## config.mk

```make
export PLATFORM = sky130hd
export DESIGN_NAME = rst_seq_ctrl
export DESIGN_NICKNAME = d
export VERILOG_FILES = /design/src/rtl/rst_seq_pkg.sv /design/src/rtl/rst_cause_decode.sv /design/src/rtl/rst_flag_regs.sv /design/src/rtl/rst_sst_seq.sv /design/src/rtl/rst_seq_ctrl.sv
export SDC_FILE = /design/constraint.sdc
export NUM_CORES = 1
export LEC_CHECK = 0
export BUFFER_PORTS_ARGS = -buffer_cell sky130_fd_sc_hd__buf_2
export CAP_MARGIN = 20
export CORE_UTILIZATION = 40
export DETAILED_ROUTE_END_ITERATION = 16
export PLACE_DENSITY = 0.65
export SLEW_MARGIN = 40
export SYNTH_ARGS = -nofsm -noshare
export SYNTH_HDL_FRONTEND = slang
export SYNTH_SLANG_ARGS = --single-unit
```

## constraint.sdc

```tcl
create_clock -name clk_i -period 2.75 [get_ports clk_i]
set_input_delay 0.1375 -clock clk_i [delete_from_list [all_inputs] [get_ports clk_i]]
set_output_delay 0.1375 -clock clk_i [all_outputs]
set_load 0.02 [all_outputs]
```

## src/rtl/rst_seq_pkg.sv

```systemverilog
package rst_seq_pkg;

  // Ordered so that a numerically larger kind wins an upgrade.
  typedef enum logic [1:0] {
    RK_NONE = 2'd0,
    RK_WAKE = 2'd1,
    RK_WARM = 2'd2,
    RK_COLD = 2'd3
  } rst_kind_e;

  typedef enum logic [1:0] {
    ST_RUN   = 2'd0,
    ST_SST   = 2'd1,
    ST_OPT   = 2'd2,
    ST_DUMMY = 2'd3
  } seq_state_e;

  typedef struct packed {
    logic to_we;
    logic to_val;
    logic pdf_we;
    logic pdf_val;
  } flag_upd_t;

endpackage

```

## src/rtl/rst_cause_decode.sv

```systemverilog
module rst_cause_decode
  import rst_seq_pkg::*;
(
  input  logic      rst_pin_n_i,
  input  logic      wdt_to_i,
  input  logic      halt_i,
  input  logic      wake_req_i,
  input  logic      busy_i,
  output rst_kind_e req_kind_o,
  output flag_upd_t flag_upd_o
);

  // Power-on is handled as the asynchronous reset of the registers, so it
  // outranks everything here. Pin comes before watchdog, which comes before wake.
  always_comb begin
    req_kind_o = RK_NONE;
    flag_upd_o = '0;
    if (!rst_pin_n_i) begin
      req_kind_o = RK_COLD;
      if (halt_i) begin
        flag_upd_o.to_we   = 1'b1;
        flag_upd_o.to_val  = 1'b0;
        flag_upd_o.pdf_we  = 1'b1;
        flag_upd_o.pdf_val = 1'b1;
      end
    end else if (wdt_to_i) begin
      req_kind_o         = halt_i ? RK_WARM : RK_COLD;
      flag_upd_o.to_we   = 1'b1;
      flag_upd_o.to_val  = 1'b1;
      flag_upd_o.pdf_we  = halt_i;
      flag_upd_o.pdf_val = 1'b1;
    end else if (wake_req_i && halt_i && !busy_i) begin
      req_kind_o = RK_WAKE;
    end
  end

endmodule

```

## src/rtl/rst_flag_regs.sv

```systemverilog
module rst_flag_regs
  import rst_seq_pkg::*;
(
  input  logic      clk_i,
  input  logic      por_i,
  input  flag_upd_t upd_i,
  output logic      to_o,
  output logic      pdf_o
);

  always_ff @(posedge clk_i or posedge por_i) begin
    if (por_i) begin
      to_o  <= 1'b0;
      pdf_o <= 1'b0;
    end else begin
      if (upd_i.to_we)  to_o  <= upd_i.to_val;
      if (upd_i.pdf_we) pdf_o <= upd_i.pdf_val;
    end
  end

endmodule

```

## src/rtl/rst_sst_seq.sv

```systemverilog
module rst_sst_seq
  import rst_seq_pkg::*;
#(
  parameter int SST_W   = 10,
  parameter int OPT_LEN = 16
) (
  input  logic       clk_i,
  input  logic       por_i,
  input  rst_kind_e  req_kind_i,
  output seq_state_e state_o,
  output rst_kind_e  kind_o
);

  localparam int OPT_W = (OPT_LEN > 1) ? $clog2(OPT_LEN) : 1;
  localparam logic [SST_W-1:0] SST_LAST = {SST_W{1'b1}};
  localparam logic [OPT_W-1:0] OPT_LAST = OPT_W'(OPT_LEN - 1);

  seq_state_e       state_q;
  rst_kind_e        kind_q;
  logic [SST_W-1:0] sst_cnt_q;
  logic [OPT_W-1:0] opt_cnt_q;
  rst_kind_e        merged_kind;

  // A request during a running sequence can only raise the kind.
  always_comb begin
    if (state_q == ST_RUN || req_kind_i > kind_q) merged_kind = req_kind_i;
    else                                          merged_kind = kind_q;
  end

  always_ff @(posedge clk_i or posedge por_i) begin
    if (por_i) begin
      state_q   <= ST_SST;
      kind_q    <= RK_COLD;
      sst_cnt_q <= '0;
      opt_cnt_q <= '0;
    end else if (req_kind_i != RK_NONE) begin
      state_q   <= ST_SST;
      kind_q    <= merged_kind;
      sst_cnt_q <= '0;
      opt_cnt_q <= '0;
    end else begin
      case (state_q)
        ST_SST: begin
          if (sst_cnt_q == SST_LAST) begin
            case (kind_q)
              RK_COLD: state_q <= ST_OPT;
              RK_WAKE: state_q <= ST_DUMMY;
              default: state_q <= ST_RUN;
            endcase
          end else begin
            sst_cnt_q <= sst_cnt_q + 1'b1;
          end
        end
        ST_OPT: begin
          if (opt_cnt_q == OPT_LAST) state_q <= ST_RUN;
          else                       opt_cnt_q <= opt_cnt_q + 1'b1;
        end
        ST_DUMMY: state_q <= ST_RUN;
        default:  state_q <= ST_RUN;
      endcase
    end
  end

  assign state_o = state_q;
  assign kind_o  = kind_q;

endmodule

```

## src/rtl/rst_seq_ctrl.sv

```systemverilog
module rst_seq_ctrl
  import rst_seq_pkg::*;
#(
  parameter int SST_W   = 10,
  parameter int OPT_LEN = 16
) (
  input  logic clk_i,
  input  logic por_i,
  input  logic rst_pin_n_i,
  input  logic wdt_to_i,
  input  logic halt_i,
  input  logic wake_req_i,
  output logic cold_rst_o,
  output logic warm_rst_o,
  output logic core_en_o,
  output logic dummy_cyc_o,
  output logic to_flag_o,
  output logic pdf_flag_o
);

  rst_kind_e  req_kind;
  rst_kind_e  cur_kind;
  seq_state_e cur_state;
  flag_upd_t  flag_upd;
  logic       busy;

  assign busy = (cur_state != ST_RUN);

  rst_cause_decode u_decode (
    .rst_pin_n_i (rst_pin_n_i),
    .wdt_to_i    (wdt_to_i),
    .halt_i      (halt_i),
    .wake_req_i  (wake_req_i),
    .busy_i      (busy),
    .req_kind_o  (req_kind),
    .flag_upd_o  (flag_upd)
  );

  rst_flag_regs u_flags (
    .clk_i (clk_i),
    .por_i (por_i),
    .upd_i (flag_upd),
    .to_o  (to_flag_o),
    .pdf_o (pdf_flag_o)
  );

  rst_sst_seq #(
    .SST_W   (SST_W),
    .OPT_LEN (OPT_LEN)
  ) u_seq (
    .clk_i      (clk_i),
    .por_i      (por_i),
    .req_kind_i (req_kind),
    .state_o    (cur_state),
    .kind_o     (cur_kind)
  );

  assign core_en_o   = (cur_state == ST_RUN);
  assign dummy_cyc_o = (cur_state == ST_DUMMY);
  assign cold_rst_o  = (cur_kind == RK_COLD) &&
                       (cur_state == ST_SST || cur_state == ST_OPT);
  assign warm_rst_o  = (cur_kind == RK_WARM) && (cur_state == ST_SST);

endmodule

```

======== Word-level counts from Yosys, hierarchy flattened ========
Index checks and enable logic that the tools add are counted.
cells by class
  add/subtract/negate cells ............... 2
  order comparisons ....................... 1
  equal/unequal tests ..................... 12
  muxes and demuxes ....................... 18
  reductions and logical operators ........ 16
operator list
  cell                   count
  $mux 10                3
  $mux 4                 6
  $add 10x1->10 const B  1
  $eq 10x10->1 const B   1
  $mux 2                 5
  $eq 2x2->1 const B     4
  $pmux 2 s2             2
  $reduce_and 2->1       4
  $reduce_bool 2->1      4
  $ne 3x1->1 const B     2
  $add 4x1->4 const B    1
  $eq 2x1->1 const B     2
  $eq 4x4->1 const B     1
  $logic_and 1x1->1      4
  $ne 2x1->1 const B     2
  $gt 2x2->1             1
  $logic_not 2->1        1
  $logic_or 1x1->1       2
  $mux 1                 2
  $logic_not 1->1        1
word-level totals
  register bits after elaboration ......... 20
  output and inout bits ................... 6

======== Longest topological paths before layout ========
  word-level depth ........................ 9
  depth in mapped cells ................... 10

======== Modules after synthesis ========
A second synthesis with hierarchy kept.
unflattened totals
  cell total of the unflattened synthesis .. 122
  area total of the unflattened synthesis .. 1227.4 um2
modules (own cells, without submodules)
  module            times used  cells an instance  area each (um2)  sequential area each (um2)
  rst_sst_seq       1           100                1002.2           454.2
  rst_flag_regs     1           5                  83.8             50.0
  rst_seq_ctrl      1           9                  77.6             0.0
  rst_cause_decode  1           8                  63.8             0.0

======== Least setup slack after synthesis ========
OpenSTA, ideal clock, no wires.
  kind .................................... register to register
  from .................................... register u_seq.state_q[0] (netlist: u_seq.state_o[0])
  to ...................................... register u_seq.kind_q[0] (netlist: u_seq.kind_o[0])
  library setup time ...................... 82 ps
  arrival ................................. 2021 ps
  setup slack ............................. 647 ps
  cell stages (with the launch flop) ...... 11
  cell sequence ........................... dfstp_2 inv_1 ha_1 and3_1 o21ai_0 and2_1 ha_1 nor2b_1 a2bb2oi_1 o21a_1 o31a_1
RTL lines
  element                            line                RTL
  from (decl)                        rst_sst_seq.sv:18   seq_state_e state_q;
  from (signal assigned)             rst_sst_seq.sv:32   state_q <= ST_SST;
  from (signal assigned)             rst_sst_seq.sv:37   state_q <= ST_SST;
  from (signal assigned)             rst_sst_seq.sv:46   RK_COLD: state_q <= ST_OPT;
  $logic_not 2->1                    --
  net core_en_o                      rst_seq_ctrl.sv:15  output logic core_en_o,
  $logic_or 1x1->1                   rst_sst_seq.sv:26   if (state_q == ST_RUN || req_kind_i > kind_q) merged_kind = req_kind_i;
  $reduce_and 2->1 (no source line)  --
  to (signal assigned)               rst_sst_seq.sv:38   kind_q <= merged_kind;
  to (decl)                          rst_sst_seq.sv:19   rst_kind_e kind_q;
The timed path passes the listed nets, and every way through them passes these cells.
A chain may end at the register's enable or synchronous reset.

======== Final worst setup path ========
  from .................................... register u_seq.state_q[0] (netlist: u_seq.state_o[0])
  to ...................................... register u_seq.kind_q[0] (netlist: u_seq.kind_o[0])
between the ends
  word-level cells in the longest chain between the ends .. 9
RTL lines
  element                            line                    RTL
  $reduce_bool 2->1                  rst_seq_ctrl.sv:27      assign busy = (cur_state != ST_RUN);
  $logic_not 1->1                    rst_cause_decode.sv:32  end else if (wake_req_i && halt_i && !busy_i) begin
  $logic_and 1x1->1                  rst_cause_decode.sv:32
  $mux 1                             rst_cause_decode.sv:32
  $mux 2                             rst_cause_decode.sv:26  end else if (wdt_to_i) begin
  $mux 2                             rst_cause_decode.sv:18  if (!rst_pin_n_i) begin
  $gt 2x2->1                         rst_sst_seq.sv:26
  $logic_or 1x1->1                   rst_sst_seq.sv:26
  $reduce_and 2->1 (no source line)  --
Several ways; a longest one is shown, not always the timed one.

==> impl_metrics.toml <==
[power]
p_leak_nw = 0.6046
power.density_nw_per_um2 = 431.9
peakVddDrop_uv = 231.6

[floorplanning]
die_area_um2 = 3219
core-area_um2 = 2805
io_pins = 12
rows = 19
die_x_um = 56.74
initial_core_util_pct = 42.73
die_y_um = 56.74

[clocking]
cts_resized = 0
htreeDepth = 1
cts_buffer_depth = 2
cts-root-buf = "clkbuf_4"
cts_tree = "yes"
clock_latency_ns = 0.30
clock_sinks = 20
numCtsBuffers = 3
hold_buffers = 1
clkSlewWorstSetupHoldPaths_ns = 0.11
postCtsSetupBuffers = 0

[worst_hold_path]
hp-class = "in2reg"
holdPathStages = 2
hold_end = "u_flags.to_o$_DFFE_PP0P_"
min_from = "halt_i"

[layout]
fillers = 297
utilization_pct = 46.83
antenna_cells = 0
design_area_um2 = 1314
syn_to_final_growth_pct = 9.603
fin_nets = 152
drive_above_1_share_pct = 17.52
register_area_um2 = 504.2
multiInputGateArea_um2 = 660.6

[worst_setup_path]
crit_top_cell = "ha_1"
cp_slowest_cell = "dfstp_2"
cp_max_fo = 5
critPathLaunchType = "flip-flop"
path_delay_family = "compound AO/OA/AOI/OAI gates"
worstSetupPathType = "reg2reg"
cp_num_buf_inv = 1
r2r_end = "u_seq.kind_o[0]$_DFFE_PP1P_"
reg2reg_slack_ns = 0.59
cp_cell_sequence = "inv_1 -> ha_1 -> and3_1 -> o21ai_0 -> and2_1 -> ha_1 -> nor2b_1 -> a2bb2oi_1 -> o21a_1 -> o31a_1"
r2r_start = "u_seq.state_o[0]$_DFFE_PP1P_"
required_ns = 2.99
crit_path_end_kind = "flip-flop"
cpPeakStageDelay_ns = 0.57
reg2reg_depth = 10
arrival_ns = 2.40

[sta]
drv_slew = 0
fmax_ghz = 0.4633
min_period_over_period_pct = 78.49
fin_ws_ns = 0.5915
holdWs_ns = 0.1026
skew_ns = 0.001754
hold_viol = 0
final.min_clock_period_ns = 2.158
setup_viol = 0
max_slew.worst_pin.slew_ns = 0.5946
rsz0062_at_grt = "false"
setup-tns-final_ns = 0
slew_headroom_pct = 60.36

[synthesis]
yosysSeqAreaShare_pct = 42.07
synth_area_per_cell_um2 = 9.745
synth-async-reset-ratio_pct = 100.0
ys.flop_type = "dfrtp_1"
netlist_area_um2 = 1199
synth.net_count = 137
yosysUniqueCellTypes = 38
synth.most_common_cell = "dfrtp_1"
synthTopCellsByArea = "dfrtp_1 35%, ha_1 8.4%, dfstp_2 6.6%"
synthCells = 123
synth-warning-count = 0
synth_top_cell_by_area = "dfrtp_1"
synth-seq-cells = 20
synth_commonest_cells = "17 x dfrtp_1, 12 x nand2_1, 10 x nand3_1, 10 x nor2_1, 8 x ha_1"
yosysTopAreaCellShare_pct = 35.49
synth_edf_count = 0

[detailed_routing]
drcViolationCount = 2
dr.pass1.iters = 10
drtIter0Drc = 14
vias = 955
vias_per_cell = 5.685
ant_nets = 0
drt_wl_total_um = 2389
wire_per_inst_um = 14.22

[global_route]
grt_pass1_wl_um = 4264
grt_usage_pct = 17.10
grt_start_max_net_pins = 21
grt_pass1_vias = 939
grt_overflow = 0
antenna_found_initial = 0

[place]
placed_area_um2 = 1277
dp_hpwl_um = 1754
gp_congestion = 0.8115
port_buffers = 11
pre_cts_ws_ns = 0.6213

[flow_run]
maxCapViolCount = 0

[status]
violations = "design-rule violations"
status = "complete, but fails checks"
==> power by group <==
| group | switching, mW | internal (mW) |
|---|---|---|
| Sequential | 0.0143 | 0.309 |
| Clock | 0.0930 | 0.0566 |
| Combinational | 0.0566 | 0.0380 |
==> per-layer routing <==
metal	track usage [%]	wire length (um)
met3	4.839	57
met2	27.72	1170
met5	0	0
met1	22.05	1143
met4	5.226	19
==> worst max path at each step <==
stage,startpoint,to,slack [ns],depth (start not counted)
2_1_floorplan,u_seq.state_o[0]$_DFFE_PP1P_,u_seq.kind_o[0]$_DFFE_PP1P_,0.65,10
4_1_cts,u_seq.state_o[0]$_DFFE_PP1P_,u_seq.kind_o[0]$_DFFE_PP1P_,0.59,10
5_1_grt,u_seq.state_o[1]$_DFFE_PP0P_,u_seq.kind_o[0]$_DFFE_PP1P_,0.47,10
3_5_place_dp,u_seq.state_o[0]$_DFFE_PP1P_,u_seq.kind_o[0]$_DFFE_PP1P_,0.62,10
6_report,u_seq.state_o[0]$_DFFE_PP1P_,u_seq.kind_o[0]$_DFFE_PP1P_,0.59,10
3_3_place_gp,u_seq.state_o[0]$_DFFE_PP1P_,u_seq.kind_o[0]$_DFFE_PP1P_,0.70,10
==> worst register-to-register path: stages, from the launching register on <==
cell and delay, ns:
dfstp_2 0.57, inv_1 0.06, ha_1 0.26, and3_1 0.20
o21ai_0 0.13, and2_1 0.14, ha_1 0.14, nor2b_1 0.04
a2bb2oi_1 0.14, o21a_1 0.19, o31a_1 0.24
==> state kept, by name (all words and copies together), names as in the netlist <==
| name | count |
|---|---|
| u_seq.kind_o | 2 |
| u_flags.pdf_o | 1 |
| u_seq.state_o | 2 |
| u_seq.sst_cnt_q | 10 |
| u_flags.to_o | 1 |
| u_seq.opt_cnt_q | 4 |
==> cells by family after synthesis <==
logic type	count (synthesis)	synth area share, %
AND/OR/NAND/NOR	54	25.16
AO/OA/AOI/OAI	27	16.28
flip-flops	20	42.07
adder cells (fa/ha/maj)	8	8.351
buffers and inverters	7	2.818
XOR/XNOR	5	3.654
multiplexers	2	1.670
==> per-stage QoR <==
stage	cells	total power, mW
5_1_grt	168	0.6009
3_5_place_dp	163	0.4226
3_3_place_gp	163	0.4184
4_1_cts	168	0.5766
6_report	168	0.5675
2_1_floorplan	123	0.3877
==> final cells by class <==
cell class | instances | area share [%]
flip-flops and latches | 20 | 38.38
repair buffers | 12 | 4.952
clock buffers | 4 | 2.000
well taps | 31 | 2.952
multi-input cells | 96 | 50.29
inverters | 5 | 1.429
==> placed cells by master (no fill, tap or decap), types with 2 or more instances in the layout <==
| master | netlist | layout |
|---|---|---|
| dfrtp_1 | 17 | 17 |
| nand2_1 | 12 | 12 |
| buf_2 | 0 | 11 |
| nand3_1 | 10 | 10 |
| nor2_1 | 10 | 10 |
| ha_1 | 8 | 8 |
| a21oi_1 | 7 | 7 |
| o21ai_0 | 6 | 6 |
| and3_1 | 4 | 4 |
| inv_1 | 5 | 4 |
| xnor2_1 | 3 | 3 |
| or3_1 | 3 | 3 |
| a21o_1 | 3 | 3 |
| clkbuf_4 | 0 | 3 |
| dfstp_2 | 3 | 3 |
| nand2b_1 | 2 | 2 |
| a211oi_1 | 2 | 2 |
| nand4_1 | 2 | 2 |
| a31oi_1 | 2 | 2 |
| mux2i_1 | 2 | 2 |
| xor2_1 | 2 | 2 |
| nor3_1 | 2 | 2 |
Power figures use the tool's default switching activity.
